[config.mk]
export PLATFORM = sky130hd
export DESIGN_NAME = dma_pkt_seq
export DESIGN_NICKNAME = d
export VERILOG_FILES = /design/src/rtl/dma_seq_pkg.sv /design/src/rtl/dma_seq_bytes.sv /design/src/rtl/dma_seq_pkts.sv /design/src/rtl/dma_seq_epsel.sv /design/src/rtl/dma_pkt_seq.sv
export SDC_FILE = /design/constraint.sdc
export NUM_CORES = 1
export LEC_CHECK = 0
export ABC_CLOCK_PERIOD_IN_PS = 2600
export BUFFER_PORTS_ARGS = -buffer_cell sky130_fd_sc_hd__buf_2
export CAP_MARGIN = 20
export CELL_PAD_IN_SITES_DETAIL_PLACEMENT = 0
export CELL_PAD_IN_SITES_GLOBAL_PLACEMENT = 1
export CORE_MARGIN = 2
export CORE_UTILIZATION = 40
export DETAILED_ROUTE_END_ITERATION = 12
export HOLD_SLACK_MARGIN = 0.06
export PLACE_DENSITY_LB_ADDON = 0.15
export SYNTH_ARGS = -nofsm -noshare
export SYNTH_HDL_FRONTEND = slang
export SYNTH_SLANG_ARGS = --single-unit
export TNS_END_PERCENT = 10
[constraint.sdc]
create_clock -name clk -period 2.6 [get_ports clk]
set_input_delay 0.52 -clock clk [delete_from_list [all_inputs] [get_ports clk]]
set_output_delay 0.52 -clock clk [all_outputs]
set_load 0.05 [all_outputs]
[src/rtl/dma_seq_pkg.sv]
package dma_seq_pkg;
  typedef enum logic [2:0] {
    ST_IDLE,
    ST_WAIT,
    ST_BURST,
    ST_LEVEL,
    ST_DONE
  } seq_state_t;

  typedef struct packed {
    logic auto_m;
    logic rx_m;
    logic warn_m;
  } seq_mode_t;
endpackage

[src/rtl/dma_seq_bytes.sv]
module dma_seq_bytes #(
  parameter int LEN_W = 7
) (
  input  logic             clk,
  input  logic             rst_n,
  input  logic             load,
  input  logic [LEN_W-1:0] load_len,
  input  logic             step,
  output logic             last
);
  logic [LEN_W-1:0] cnt_q;
  logic [LEN_W-1:0] tgt_q;

  always_ff @(posedge clk or negedge rst_n) begin
    if (!rst_n) begin
      cnt_q <= '0;
      tgt_q <= '0;
    end else if (load) begin
      cnt_q <= '0;
      tgt_q <= load_len;
    end else if (step) begin
      cnt_q <= cnt_q + 1'b1;
    end
  end

  assign last = step && (cnt_q == tgt_q - 1'b1);
endmodule

[src/rtl/dma_seq_pkts.sv]
module dma_seq_pkts #(
  parameter int CNT_W = 8
) (
  input  logic             clk,
  input  logic             rst_n,
  input  logic             load,
  input  logic [CNT_W-1:0] load_val,
  input  logic             dec,
  output logic             zero
);
  logic [CNT_W-1:0] cnt_q;

  always_ff @(posedge clk or negedge rst_n) begin
    if (!rst_n)    cnt_q <= '0;
    else if (load) cnt_q <= load_val;
    else if (dec)  cnt_q <= cnt_q - 1'b1;
  end

  assign zero = (cnt_q == '0);
endmodule

[src/rtl/dma_seq_epsel.sv]
module dma_seq_epsel #(
  parameter int N_EP  = 3,
  parameter int EP_W  = 2,
  parameter int LEN_W = 7
) (
  input  logic [EP_W-1:0]       ep,
  input  logic [N_EP-1:0]       fifo_warn,
  input  logic [N_EP-1:0]       pkt_done,
  input  logic [N_EP*LEN_W-1:0] pkt_len,
  output logic                  warn_sel,
  output logic                  done_sel,
  output logic [LEN_W-1:0]      len_sel,
  input  logic                  wr_one,
  input  logic                  rd_one,
  input  logic                  tx_one,
  input  logic                  rx_one,
  output logic [N_EP-1:0]       fifo_wr,
  output logic [N_EP-1:0]       fifo_rd,
  output logic [N_EP-1:0]       tx_arm,
  output logic [N_EP-1:0]       rx_arm
);
  always_comb begin
    warn_sel = 1'b0;
    done_sel = 1'b0;
    len_sel  = '0;
    for (int i = 0; i < N_EP; i++) begin
      if (ep == EP_W'(i)) begin
        warn_sel = fifo_warn[i];
        done_sel = pkt_done[i];
        len_sel  = pkt_len[i*LEN_W +: LEN_W];
      end
    end
  end

  for (genvar g = 0; g < N_EP; g++) begin : g_ep
    logic hit;
    assign hit        = (ep == EP_W'(g));
    assign fifo_wr[g] = hit && wr_one;
    assign fifo_rd[g] = hit && rd_one;
    assign tx_arm[g]  = hit && tx_one;
    assign rx_arm[g]  = hit && rx_one;
  end
endmodule

[src/rtl/dma_pkt_seq.sv]
module dma_pkt_seq
  import dma_seq_pkg::*;
#(
  parameter int PKT_BYTES = 64,
  parameter int CNT_W     = 8,
  parameter int N_EP      = 3,
  localparam int LEN_W    = $clog2(PKT_BYTES + 1),
  localparam int EP_W     = $clog2(N_EP)
) (
  input  logic                  clk,
  input  logic                  rst_n,
  input  logic                  dma_en,
  input  logic                  auto_en,
  input  logic                  warn_en,
  input  logic                  dir_rx,
  input  logic [EP_W-1:0]       ep_sel,
  input  logic [CNT_W-1:0]      pkt_count,
  input  logic [N_EP-1:0]       fifo_warn,
  input  logic [N_EP-1:0]       pkt_done,
  input  logic [N_EP*LEN_W-1:0] pkt_len,
  input  logic                  cpu_cs,
  input  logic                  dack,
  input  logic                  rd_stb,
  input  logic                  wr_stb,
  output logic                  drq,
  output logic [N_EP-1:0]       fifo_wr,
  output logic [N_EP-1:0]       fifo_rd,
  output logic [N_EP-1:0]       tx_arm,
  output logic [N_EP-1:0]       rx_arm,
  output logic                  done_evt,
  output logic                  cfg_err
);
  localparam logic [LEN_W-1:0] FULL_LEN = LEN_W'(PKT_BYTES);

  seq_state_t       st_q;
  seq_mode_t        mode_q;
  logic [EP_W-1:0]  ep_q;
  logic             en_q, auto_en_q, err_q, short_q;
  logic             tx_arm_q, rx_arm_q, done_q;
  logic             warn_sel, done_sel;
  logic [LEN_W-1:0] len_sel, burst_len;
  logic             active, xfer, last, pkt_zero;
  logic             start, go_burst, zero_end, finish, pkt_dec;

  dma_seq_epsel #(.N_EP(N_EP), .EP_W(EP_W), .LEN_W(LEN_W)) u_epsel (
    .ep(ep_q), .fifo_warn(fifo_warn), .pkt_done(pkt_done), .pkt_len(pkt_len),
    .warn_sel(warn_sel), .done_sel(done_sel), .len_sel(len_sel),
    .wr_one(xfer && !mode_q.rx_m), .rd_one(xfer && mode_q.rx_m),
    .tx_one(tx_arm_q), .rx_one(rx_arm_q),
    .fifo_wr(fifo_wr), .fifo_rd(fifo_rd), .tx_arm(tx_arm), .rx_arm(rx_arm)
  );

  // Request is a pure function of registered state: no glitches on drq.
  assign active = (st_q == ST_BURST) || (st_q == ST_LEVEL);
  assign xfer   = active && dack && !cpu_cs && (mode_q.rx_m ? rd_stb : wr_stb);

  always_comb begin
    start     = dma_en && (st_q == ST_IDLE);
    burst_len = FULL_LEN;
    go_burst  = 1'b0;
    zero_end  = 1'b0;
    if (start) begin
      go_burst = auto_en && !dir_rx;
    end else if (dma_en && st_q == ST_WAIT && done_sel &&
                 (mode_q.auto_m || !mode_q.warn_m)) begin
      burst_len = mode_q.rx_m ? len_sel : FULL_LEN;
      go_burst  = (burst_len != '0);
      zero_end  = mode_q.auto_m && (burst_len == '0);
    end
    finish  = mode_q.auto_m && (pkt_zero || (mode_q.rx_m && short_q));
    pkt_dec = dma_en && (st_q == ST_BURST) && last && mode_q.auto_m && !finish;
  end

  dma_seq_bytes #(.LEN_W(LEN_W)) u_bytes (
    .clk(clk), .rst_n(rst_n), .load(go_burst), .load_len(burst_len),
    .step(xfer), .last(last)
  );

  dma_seq_pkts #(.CNT_W(CNT_W)) u_pkts (
    .clk(clk), .rst_n(rst_n), .load(start), .load_val(pkt_count),
    .dec(pkt_dec), .zero(pkt_zero)
  );

  always_ff @(posedge clk or negedge rst_n) begin
    if (!rst_n) begin
      st_q      <= ST_IDLE;
      mode_q    <= '0;
      ep_q      <= '0;
      en_q      <= 1'b0;
      auto_en_q <= 1'b0;
      err_q     <= 1'b0;
      short_q   <= 1'b0;
      tx_arm_q  <= 1'b0;
      rx_arm_q  <= 1'b0;
      done_q    <= 1'b0;
    end else begin
      en_q      <= dma_en;
      auto_en_q <= auto_en;
      tx_arm_q  <= 1'b0;
      rx_arm_q  <= 1'b0;
      done_q    <= 1'b0;
      if (!dma_en)                            err_q <= 1'b0;
      else if (auto_en && !auto_en_q && en_q) err_q <= 1'b1;
      if (go_burst) short_q <= (burst_len < FULL_LEN);

      if (!dma_en) begin
        // a byte cycle under way keeps the request until dack drops
        if (!(active && dack)) st_q <= ST_IDLE;
      end else begin
        unique case (st_q)
          ST_IDLE: begin
            mode_q   <= '{auto_m: auto_en, rx_m: dir_rx, warn_m: warn_en};
            ep_q     <= ep_sel;
            rx_arm_q <= auto_en && dir_rx;
            st_q     <= go_burst ? ST_BURST : ST_WAIT;
          end
          ST_WAIT: begin
            if (zero_end) begin
              st_q   <= ST_DONE;
              done_q <= 1'b1;
            end else if (go_burst) begin
              st_q <= ST_BURST;
            end else if (!mode_q.auto_m && mode_q.warn_m && warn_sel) begin
              st_q <= ST_LEVEL;
            end
          end
          ST_BURST: begin
            if (last) begin
              if (!mode_q.auto_m) begin
                st_q <= ST_WAIT;
              end else begin
                tx_arm_q <= !mode_q.rx_m;
                if (finish) begin
                  st_q   <= ST_DONE;
                  done_q <= 1'b1;
                end else begin
                  st_q     <= ST_WAIT;
                  rx_arm_q <= mode_q.rx_m;
                end
              end
            end
          end
          ST_LEVEL: begin
            if (!warn_sel && !dack) st_q <= ST_WAIT;
          end
          ST_DONE: st_q <= ST_DONE;
          default: st_q <= ST_IDLE;
        endcase
      end
    end
  end

  assign drq      = active;
  assign done_evt = done_q;
  assign cfg_err  = err_q;
endmodule

# After elaboration in Yosys (flattened, before gate mapping)
# Cells that the tools add are included.
# totals
output_inout_bits,15
ramBits,0
latchBits,0
mem_bits_ro,0
word_cells,137
register_bits,37
input_bits,47
mem_count,0
# op_classes
n_div,0
n_reduce_logical,57
multipliers,0
bitwise,0
addsub,3
shifts,0
magnitude_cmp,1
eq_ne,12
muxes,49
# ops
op,count
$mux 7,8
$logic_and 1x1->1,36
$mux 3,9
$mux 1,26
$mux 8,2
$pmux 3 s5,1
$logic_not 1->1,9
$logic_not 8->1,1
$sub 8x1->8 const B,1
$add 7x1->7 const B,1
$eq 7x7->1,1
$logic_not 7->1,1
$lt 7x7->1 const B,1
$reduce_bool 7->1,1
$sub 7x1->7 const B,1
$eq 3x2->1 const B,2
$ne 5x4->1 const B,1
$pmux 1 s2,2
$reduce_and 4->1,1
$reduce_bool 2->1,2
$eq 3x1->1 const B,1
$eq 3x3->1 const B,1
$logic_not 3->1,1
$logic_or 1x1->1,3
9 further kinds,9

# Depth between registers and ports, before layout
# Gate-level depths: netlist of run 1.
# depth
depth_word,12
depth_mapped,9
mapped_depth_nobuf,9

# Cells and area by module
# From an unflattened synthesis of run 1, not the netlist that was laid out.
# unflattened
cells_unflattened,248
hier_area_um2,2423.6
# by_module_without_submodules
module,cells_each,area_each_um2,seq_area_each_um2,instances
dma_pkt_seq,84,870.8,375.4,1
dma_seq_bytes,78,794.5,350.3,1
dma_seq_pkts,50,474.2,200.2,1
dma_seq_epsel,36,284.0,0.0,1

# Least setup slack after synthesis of run 1
# No wires, ideal clock.
# synth_timing
kind,flip-flop to output port
start,register st_q[2]
end,output port fifo_rd[0]
stages_incl_launch_ff,6
t_required_ps,2080
slack_ps,5
t_arrival_ps,2075
n_path_buf,1
path_cell_list,dfrtp_1 buf_6 nand2b_4 nor3b_1 nand3_1 nor3_1
# synth_via
elab_chain_cells,7
elab_cells_between_ends,8
cone_classes,2 x eq/ne; 6 x reduce/logical
# synth_rtl
element,line_no,text
from (decl),dma_pkt_seq.sv:35,seq_state_t st_q;
from (signal assigned),dma_pkt_seq.sv:115,st_q <= go_burst ? ST_BURST : ST_WAIT;
$eq 3x2->1,dma_pkt_seq.sv:54,assign active = (st_q == ST_BURST) || (st_q == ST_LEVEL);
$logic_or 1x1->1 (*),dma_pkt_seq.sv:54,
$logic_and 1x1->1 (*) (3 in a row),dma_pkt_seq.sv:55,assign xfer = active && dack && !cpu_cs && (mode_q.rx_m ? rd_stb : wr_stb);
$logic_and 1x1->1 (*),dma_pkt_seq.sv:48,".wr_one(xfer && !mode_q.rx_m), .rd_one(xfer && mode_q.rx_m),"
$logic_and 1x1->1 (*),dma_seq_epsel.sv:39,assign fifo_rd[g] = hit && rd_one;
to (decl),dma_pkt_seq.sv:27,"output logic [N_EP-1:0] fifo_rd,"
# Mark *: on every way between the ends. The rest lies on a longest branch, timed or not.

# Worst setup path after layout of run 1
# layout_timing
start,register st_q[1]
end,output port fifo_rd[0]
# The elaborated chain is that of the path after synthesis.

==> flow_summary.json, run 1 <==
{
  "status": "complete, no violations",
  "drc": 0,
  "yosysMostFrequentCell": "dfrtp_1",
  "antenna_found_initial": 0,
  "rsz0062_at_grt": "no",
  "initial_core_util": 0.409,
  "port_buffers": 61,
  "syn_avg_cell_area_um2": 9.02,
  "slew_viol_final": 0,
  "fin_crit_sh": 0.905,
  "dieArea_mm2": 0.00666,
  "avgRoutedWirePerCell_um": 14.6,
  "drive_above_1_share": 0.285,
  "maxCapViolCount": 0,
  "grt-ovfl-total": 0,
  "crit_fanout": 6,
  "worstHoldPathType": "in -> async",
  "gp_congestion": 0.835,
  "grt.total_usage": 0.195,
  "leakagePower_uw": 0.00140,
  "htree_levels": 2,
  "synth-edff-count": 0,
  "grt_max_degree": 38,
  "r2r_start": "u_bytes.tgt_q[0]$_DFFE_PN0N_",
  "gr-max-usage-layer": "met2",
  "startpoint_type": "flip-flop",
  "syn_nets": 317,
  "async_flop_share": 1.00,
  "syn_inst": 267,
  "yosys_register_bits": 37,
  "met3_usage": 0.0341,
  "multiInputGateArea_mm2": 0.00140,
  "setup_ws_ns": 0.247,
  "required_ns": 2.08,
  "hold_viol_final": 0,
  "diodes": 0,
  "post-route-util": 0.505,
  "area_delta_synth_final_pct": 23.3,
  "drtIter0Drc": 102,
  "synth_top_area_cell": "dfrtp_1",
  "vias_per_cell": 5.37,
  "grt_pass1_vias": 2046,
  "numClockSinks": 37,
  "synth-warning-count": 0,
  "cts_tree": "built",
  "fp.dieW_um": 81.6,
  "fmax_mhz": 425,
  "synth.distinct_cells": 60,
  "rows": 28,
  "synthFlopType": "dfrtp_1",
  "place_ws_ns": 0.0555,
  "r2r-end": "u_pkts.cnt_q[4]$_DFFE_PN0P_",
  "gr-usage-met2": 0.320,
  "cts_made_buffers": 5,
  "slew_headroom": 0.424,
  "post_cts_buffers": 0,
  "ys_seq_area_frac": 0.384,
  "insertion_delay_ns": 0.29,
  "rr_worst_depth": 7,
  "clockBufferDepth": 2,
  "finalInstanceArea_mm2": 0.00297,
  "setup_viol": 0,
  "core_mm2": 0.00589,
  "vias": 2213,
  "seqCellArea_um2": 926,
  "detailed_place_hpwl_um": 4630,
  "firstDrtPassIters": 4,
  "worstSetupEndpointType": "output pin",
  "tightest_slew_ns": 0.864,
  "critPathArrivalTime_ns": 1.83,
  "finalSetupTns_ns": 0,
  "synth_commonest_cells": "37 x dfrtp_1, 28 x nand2_1, 28 x nor2_1",
  "rrSetupSlack_ns": 0.27,
  "synth.area.top_cells": "dfrtp_1 38%, mux2i_1 4.6%, nand2_1 4.4%, nor2_1 4.4%, xnor2_1 4.0%",
  "final.min_clock_period_ns": 2.35,
  "clkTransAtPathRegs_ns": 0.08,
  "final_antenna_net_count": 0,
  "fin_total_pwr_uw": 2810,
  "wirelength_um": 6020,
  "fp.dieH_um": 81.6,
  "powerDensity_mw_per_mm2": 947,
  "place_area_mm2": 0.00284,
  "nNetsFinal": 386,
  "grt_first_pass_wirelength_um": 9820,
  "synth_top_area_share": 0.384,
  "cts-root-buf": "clkbuf_8",
  "critical_path_class": "reg -> out",
  "syn-cell-area_mm2": 0.00241,
  "met1_usage": 0.266,
  "io-pin-count": 62,
  "peakVddDrop_mv": 0.648,
  "clock_skew_ns": 0.00740,
  "num-fill-cells": 595
}
## state kept, by name (all words and copies together), names as in the netlist, 2 cells and up
signal / count
u_bytes.tgt_q: 7
mode_q: 3
u_bytes.cnt_q: 7
u_pkts.cnt_q: 8
st_q: 3
ep_q: 2
## cells in the final DEF (no fill, tap or decap), types with 6 or more instances in the layout
cell type / Yosys / final
nor2_1: 28 / 28
o21ai_0: 12 / 12
clkbuf_8: 0 / 6
nand2_1: 28 / 28
mux2i_1: 11 / 11
buf_4: 0 / 11
nand3b_1: 7 / 7
a21oi_1: 6 / 6
xnor2_1: 11 / 11
xor2_1: 6 / 6
buf_2: 2 / 61
dfrtp_1: 37 / 37
nor3_1: 11 / 11
inv_1: 13 / 13
## repair_timing
action | in CTS | in global routing
endpoints found under the setup margin | 0 | 9
hold buffers | 0 | 0
hold endpoints to repair | 0 | 0
gates resized for setup | 0 | 2
## layer usage
| layer | vias up | share of wire |
|---|---|---|
| met3 | 6 | 0.054 |
| met4 | 0 | 0.012 |
| li1 | 1100 | - |
| met1 | 1051 | 0.47 |
| met5 | - | 0 |
| met2 | 56 | 0.47 |
## through the flow
step                      hold WS [ns]  cells
after floorplan                  0.224    267
after global placement           0.475    404
after detailed placement         0.478    404
after CTS                        0.369    412
after global routing             0.386    412
final                            0.330    412
## power by group
| part | leakage, µW | internal (µW) | switching [µW] |
|---|---|---|---|
| Combinational | 0.000865 | 583 | 744 |
| Clock | 0.0000585 | 313 | 213 |
| Sequential | 0.000480 | 750 | 211 |
## worst max-delay path, cell delays in order (launching register included)
cell and delay, ns:
dfrtp_1 0.50, nand2b_4 0.13, nor3b_1 0.27, nand3_1 0.19, nor3_1 0.17, buf_2 0.29
## worst max-delay path by stage
stage / cells past startpoint / slack (ns) / startpoint / to
2_1_floorplan: 5 / 0.005 / st_q[2]$_DFFE_PN0P_ / fifo_rd[0]
3_3_place_gp: 9 / 0.13 / u_bytes.tgt_q[0]$_DFFE_PN0N_ / u_pkts.cnt_q[4]$_DFFE_PN0P_
3_5_place_dp: 9 / 0.06 / u_bytes.tgt_q[0]$_DFFE_PN0N_ / u_pkts.cnt_q[4]$_DFFE_PN0P_
4_1_cts: 9 / 0.02 / u_bytes.tgt_q[0]$_DFFE_PN0N_ / u_pkts.cnt_q[4]$_DFFE_PN0P_
5_1_grt: 9 / 0.04 / u_bytes.tgt_q[0]$_DFFE_PN0N_ / u_pkts.cnt_q[4]$_DFFE_PN0P_
6_report: 5 / 0.25 / st_q[1]$_DFFE_PN0P_ / fifo_rd[0]
## cell families (layout without fill, tap and decap cells)
group	after synthesis	after routing	share of synthesized area
simple gates	121	121	0.281
xor+xnor	17	17	0.0618
flops	37	37	0.384
fa+ha+maj	3	3	0.0156
compound gates	54	54	0.165
buf+inv	23	93	0.0400
mux	12	12	0.0519
## final cells by class
class / count / area share
clock buffer: 7 / 0.0291
clock inverter: 1 / 0.0101
inverter: 13 / 0.0164
multi-input combinational: 207 / 0.471
sequential: 37 / 0.312
tap: 75 / 0.0316
timing repair buffer: 72 / 0.131
Power figures use the tool's default switching activity.
==> run 2, diff against run 1 <==
Settings changed: CTS_BUF_LIST set to sky130_fd_sc_hd__clkbuf_8 sky130_fd_sc_hd__clkbuf_16.
==> flow_summary.json, run 2 (same netlist as run 1, synthesis figures left out) <==
{
  "finalSetupTns_ns": 0,
  "post_cts_buffers": 0,
  "p_sw_frac": 0.416,
  "detailed_place_hpwl_um": 4630,
  "worstSetupEndpointType": "output pin",
  "drtIter0Drc": 102,
  "leakagePower_uw": 0.00141,
  "numClockSinks": 37,
  "area_delta_synth_final_pct": 23.3,
  "insertion_delay_ns": 0.29,
  "switching_power_uw": 1170,
  "drive_above_1_share": 0.285,
  "slowest_stage": "dfrtp_1",
  "worstHoldPathType": "in -> async",
  "finalInstanceArea_mm2": 0.00297,
  "critPathArrivalTime_ns": 1.83,
  "core_mm2": 0.00589,
  "cp_top_family": "simple AND/OR/NAND/NOR gates",
  "peakVddDrop_mv": 0.647,
  "gp_congestion": 0.835,
  "avgRoutedWirePerCell_um": 14.6,
  "p_int_uw": 1640,
  "htree_levels": 2,
  "final_cell_mix": "61 x buf_2, 37 x dfrtp_1, 28 x nor2_1, 28 x nand2_1, 14 x inv_1",
  "clkTransAtPathRegs_ns": 0.08,
  "tightest_slew_ns": 0.866,
  "final.min_clock_period_ns": 2.35,
  "nNetsFinal": 386,
  "clockBufferDepth": 2,
  "grt_max_degree": 38,
  "slew_headroom": 0.423,
  "cp_num_buf_inv": 1,
  "p_clk_frac": 0.186,
  "grt_pass1_vias": 2046,
  "required_ns": 2.08,
  "max_stage_delay_ns": 0.50,
  "registers.top_by_ff_count": "u_pkts.cnt_q",
  "largest_reg_flops": 8,
  "rows": 28,
  "combPwrFrac": 0.472,
  "io-pin-count": 62,
  "cts_resized": 0,
  "grt.total_usage": 0.195,
  "place_area_mm2": 0.00284,
  "path_cells": "nand2b_4 -> nor3b_1 -> nand3_1 -> nor3_1 -> buf_2",
  "status": "complete, no violations",
  "cts-root-buf": "clkbuf_8",
  "hold_viol_final": 0,
  "port_buffers": 61,
  "fp.dieH_um": 81.6,
  "cts_tree": "built",
  "cts_made_buffers": 5,
  "fp.dieW_um": 81.6,
  "reg.largest.list": "u_pkts.cnt_q (8), u_bytes.cnt_q (7), u_bytes.tgt_q (7)",
  "crit_fanout": 6,
  "grt_first_pass_wirelength_um": 9820,
  "fmax_mhz": 426,
  "drc": 0,
  "grt-ovfl-total": 0,
  "fin_crit_sh": 0.903,
  "maxCapViolCount": 0,
  "firstDrtPassIters": 4,
  "antenna_found_initial": 0,
  "diodes": 0,
  "vias_per_cell": 5.41,
  "slew_viol_final": 0,
  "cts_hold_buf": 0,
  "critical_path_class": "reg -> out",
  "final_antenna_net_count": 0,
  "num-fill-cells": 595,
  "dieArea_mm2": 0.00666,
  "final_common_cell": "buf_2",
  "powerDensity_mw_per_mm2": 947,
  "vias": 2227,
  "seq_power_share": 0.342,
  "clock_skew_ns": 0.00745,
  "startpoint_type": "flip-flop",
  "rsz0062_at_grt": "no",
  "initial_core_util": 0.409,
  "wirelength_um": 6020,
  "setup_viol": 0
}
-- run 2: cell count changes in the layout (fill, tap and decap cells not counted), sizes merged --
| cell | previous run | this run |
|---|---|---|
| clkbuf | 7 | 6 |
| inv | 13 | 14 |
-- run 2: layout make-up --
cell class                 count  area [µm²]  area share
inverter                      13        48.8      0.0164
clock buffer                   6        82.6      0.0278
sequential                    37         926       0.312
tap                           75        93.8      0.0316
timing repair buffer          72         388       0.131
clock inverter                 2        33.8      0.0114
multi-input combinational    207        1400       0.471
-- run 2: power groups by stage --
stage | logic (µW) | clock network [µW] | registers, µW
global route | 1500 | 561 | 999
detailed placement | 1310 | 0 | 966
CTS | 1330 | 534 | 958
finish | 1330 | 522 | 962
floorplan | 1020 | 0 | 892
global placement | 1320 | 0 | 967
-- run 2: final timing paths --
check                                         start                     endpoint  slack (ns)  depth (start not counted)
worst min-delay path                          rst_n          ep_q[1]$_DFFE_PN0P_        0.33                          1
min in group clk                            auto_en          auto_en_q$_DFF_PN0_        0.40                          1
max in group asynchronous                     rst_n  u_pkts.cnt_q[6]$_DFFE_PN0P_        1.71                          1
worst max register to register  ep_q[0]$_DFFE_PN0P_          st_q[0]$_DFFE_PN0P_        0.26                          8
worst max-delay path            st_q[1]$_DFFE_PN0P_                   fifo_rd[0]        0.25                          5
worst min register to register  cfg_err$_DFFE_PN0P_          cfg_err$_DFFE_PN0P_        0.50                          1
-- run 2: metrics by stage --
| step | power, µW | utilization | hold slack [ns] | setup WS [ns] | std cells |
|---|---|---|---|---|---|
| 5_1_grt | 3060 | 0.505 | 0.385 | 0.0373 | 412 |
| 4_1_cts | 2820 | 0.503 | 0.369 | 0.0247 | 412 |
| 2_1_floorplan | 1910 | - | 0.224 | 0.00522 | 267 |
| 3_5_place_dp | 2280 | 0.483 | 0.478 | 0.0555 | 404 |
| 6_report | 2810 | 0.505 | 0.331 | 0.251 | 412 |
| 3_3_place_gp | 2290 | 0.483 | 0.475 | 0.132 | 404 |
-- run 2: layer usage --
metal,track usage,vias to the layer above,wire (µm)
met5,0,-,0
met4,0.0500,0,65
met3,0.0341,4,364
met2,0.320,68,2780
met1,0.266,1054,2810
li1,-,1101,-
==> run 3, diff against run 2 <==
Settings changed: RECOVER_POWER set to 100.
==> flow_summary.json, run 3 (same netlist as run 1, synthesis figures left out) <==
{
  "registers.top_by_ff_count": "u_pkts.cnt_q",
  "grt-ovfl-total": 0,
  "port_buffers": 61,
  "tightest_slew_ns": 0.961,
  "setup_viol": 0,
  "dp_cells": 404,
  "clockBufferDepth": 2,
  "avgRoutedWirePerCell_um": 14.6,
  "detailed_place_hpwl_um": 4630,
  "final_cell_mix": "43 x buf_2, 37 x dfrtp_1, 28 x nor2_1, 28 x nand2_1, 15 x o21ai_0",
  "grt.total_usage": 0.195,
  "vias_per_cell": 5.36,
  "gp_congestion": 0.835,
  "status": "complete, no violations",
  "io-pin-count": 62,
  "fmax_mhz": 424,
  "worstHoldPathType": "in -> async",
  "final_antenna_net_count": 0,
  "powerDensity_mw_per_mm2": 949,
  "core_mm2": 0.00589,
  "hold_slack_ns": 0.364,
  "final.min_clock_period_ns": 2.36,
  "cts-root-buf": "clkbuf_8",
  "nNetsFinal": 386,
  "fp.dieW_um": 81.6,
  "cts_tree": "built",
  "cts_made_buffers": 5,
  "numClockSinks": 37,
  "grt_first_pass_wirelength_um": 9820,
  "num-fill-cells": 601,
  "peakVddDrop_mv": 0.648,
  "rsz0062_at_grt": "no",
  "antenna_found_initial": 0,
  "wirelength_um": 6020,
  "critPathArrivalTime_ns": 2.52,
  "htree_levels": 2,
  "drtIter0Drc": 120,
  "finalSetupTns_ns": 0,
  "post-route-util": 0.499,
  "area_delta_synth_final_pct": 21.8,
  "reg.largest.list": "u_pkts.cnt_q (8), u_bytes.cnt_q (7), u_bytes.tgt_q (7)",
  "worstSetupEndpointType": "flip-flop",
  "multiInputGateArea_mm2": 0.00138,
  "clock_skew_ns": 0.00821,
  "vias": 2210,
  "largest_reg_flops": 8,
  "final_common_cell": "buf_2",
  "initial_core_util": 0.409,
  "drive_above_1_share": 0.237,
  "maxCapViolCount": 0,
  "clkTransAtPathRegs_ns": 0.08,
  "startpoint": "u_bytes.tgt_q[0]$_DFFE_PN0N_",
  "finalInstanceArea_mm2": 0.00293,
  "path_cells": "nor3_1 -> nand4b_1 -> a41oi_1 -> o221ai_4 -> nor3_4 -> mux2i_1 -> mux2_1",
  "grt_max_degree": 38,
  "slew_headroom": 0.359,
  "slew_viol_final": 0,
  "firstDrtPassIters": 4,
  "startpoint_type": "flip-flop",
  "insertion_delay_ns": 0.29,
  "hold_viol_final": 0,
  "required_ns": 2.77,
  "grt_pass1_vias": 2046,
  "seqCellArea_um2": 926,
  "critical_path_class": "reg -> reg",
  "fp.dieH_um": 81.6,
  "dieArea_mm2": 0.00666,
  "slowest_stage": "dfrtp_1",
  "post_cts_buffers": 0,
  "max_stage_delay_ns": 0.42,
  "fin_crit_sh": 0.907,
  "cts_resized": 0,
  "cts_hold_buf": 0,
  "place_area_mm2": 0.00284,
  "crit_fanout": 9,
  "drc": 0,
  "r2r_start": "u_bytes.tgt_q[0]$_DFFE_PN0N_",
  "stdcell_count": 412,
  "rows": 28,
  "diodes": 0,
  "leakagePower_uw": 0.00134
}
## run 3: cell count changes in the layout (fill, tap and decap cells not counted)
cell      change
buf_2        -18
clkbuf_1     +13
clkbuf_2      +7
o21ai_0       +3
o21ai_1       -3
buf_4         -2
mux2_1        +1
mux2_4        -1
nor3_1        +1
nor3_2        -1
nor4b_1       +1
nor4b_2       -1
## run 3: per-layer routing
layer,part of all wire,global-route usage
met4,0.011,0.0500
met5,0,0
met1,0.46,0.266
met3,0.058,0.0341
met2,0.47,0.320
## run 3: stage by stage
stage | power [µW] | setup WS, ns
2_1_floorplan | 1910 | 0.00522
3_3_place_gp | 2290 | 0.132
3_5_place_dp | 2280 | 0.0555
4_1_cts | 2820 | 0.0247
5_1_grt | 3040 | 0.0328
6_report | 2780 | 0.242
## run 3: report_power, final
part / internal (µW) / total (µW) / switching [µW]
Sequential: 750 / 960 / 209
Clock: 309 / 523 / 214
Combinational: 561 / 1300 / 740
Total: 1620 / 2780 / 1160
## run 3: worst paths after layout
kind                       slack [ns]                           to  depth (start not counted)
max                              0.24  u_pkts.cnt_q[1]$_DFFE_PN0P_                          7
min                              0.36          ep_q[1]$_DFFE_PN0P_                          1
max reg2reg                      0.24  u_pkts.cnt_q[1]$_DFFE_PN0P_                          7
min reg2reg                      0.51          cfg_err$_DFFE_PN0P_                          1
max in group asynchronous        1.63  u_pkts.cnt_q[6]$_DFFE_PN0P_                          1
min in group clk                 0.42          ep_q[1]$_DFFE_PN0P_                          3
## run 3: final cells by class
cell class                 instances  share of cell area
inverter                          13              0.0166
timing repair buffer              72               0.125
clock buffer                       6              0.0281
sequential                        37               0.316
multi-input combinational        207               0.471
tap                               75              0.0320
clock inverter                     2              0.0115
## run 3: worst max-delay path, delay by kind of cell, from the launching register on
family          cells  cell delay (ns)
mux                 2             0.41
compound gates      2             0.61
flops               1             0.42
simple gates        3             0.80
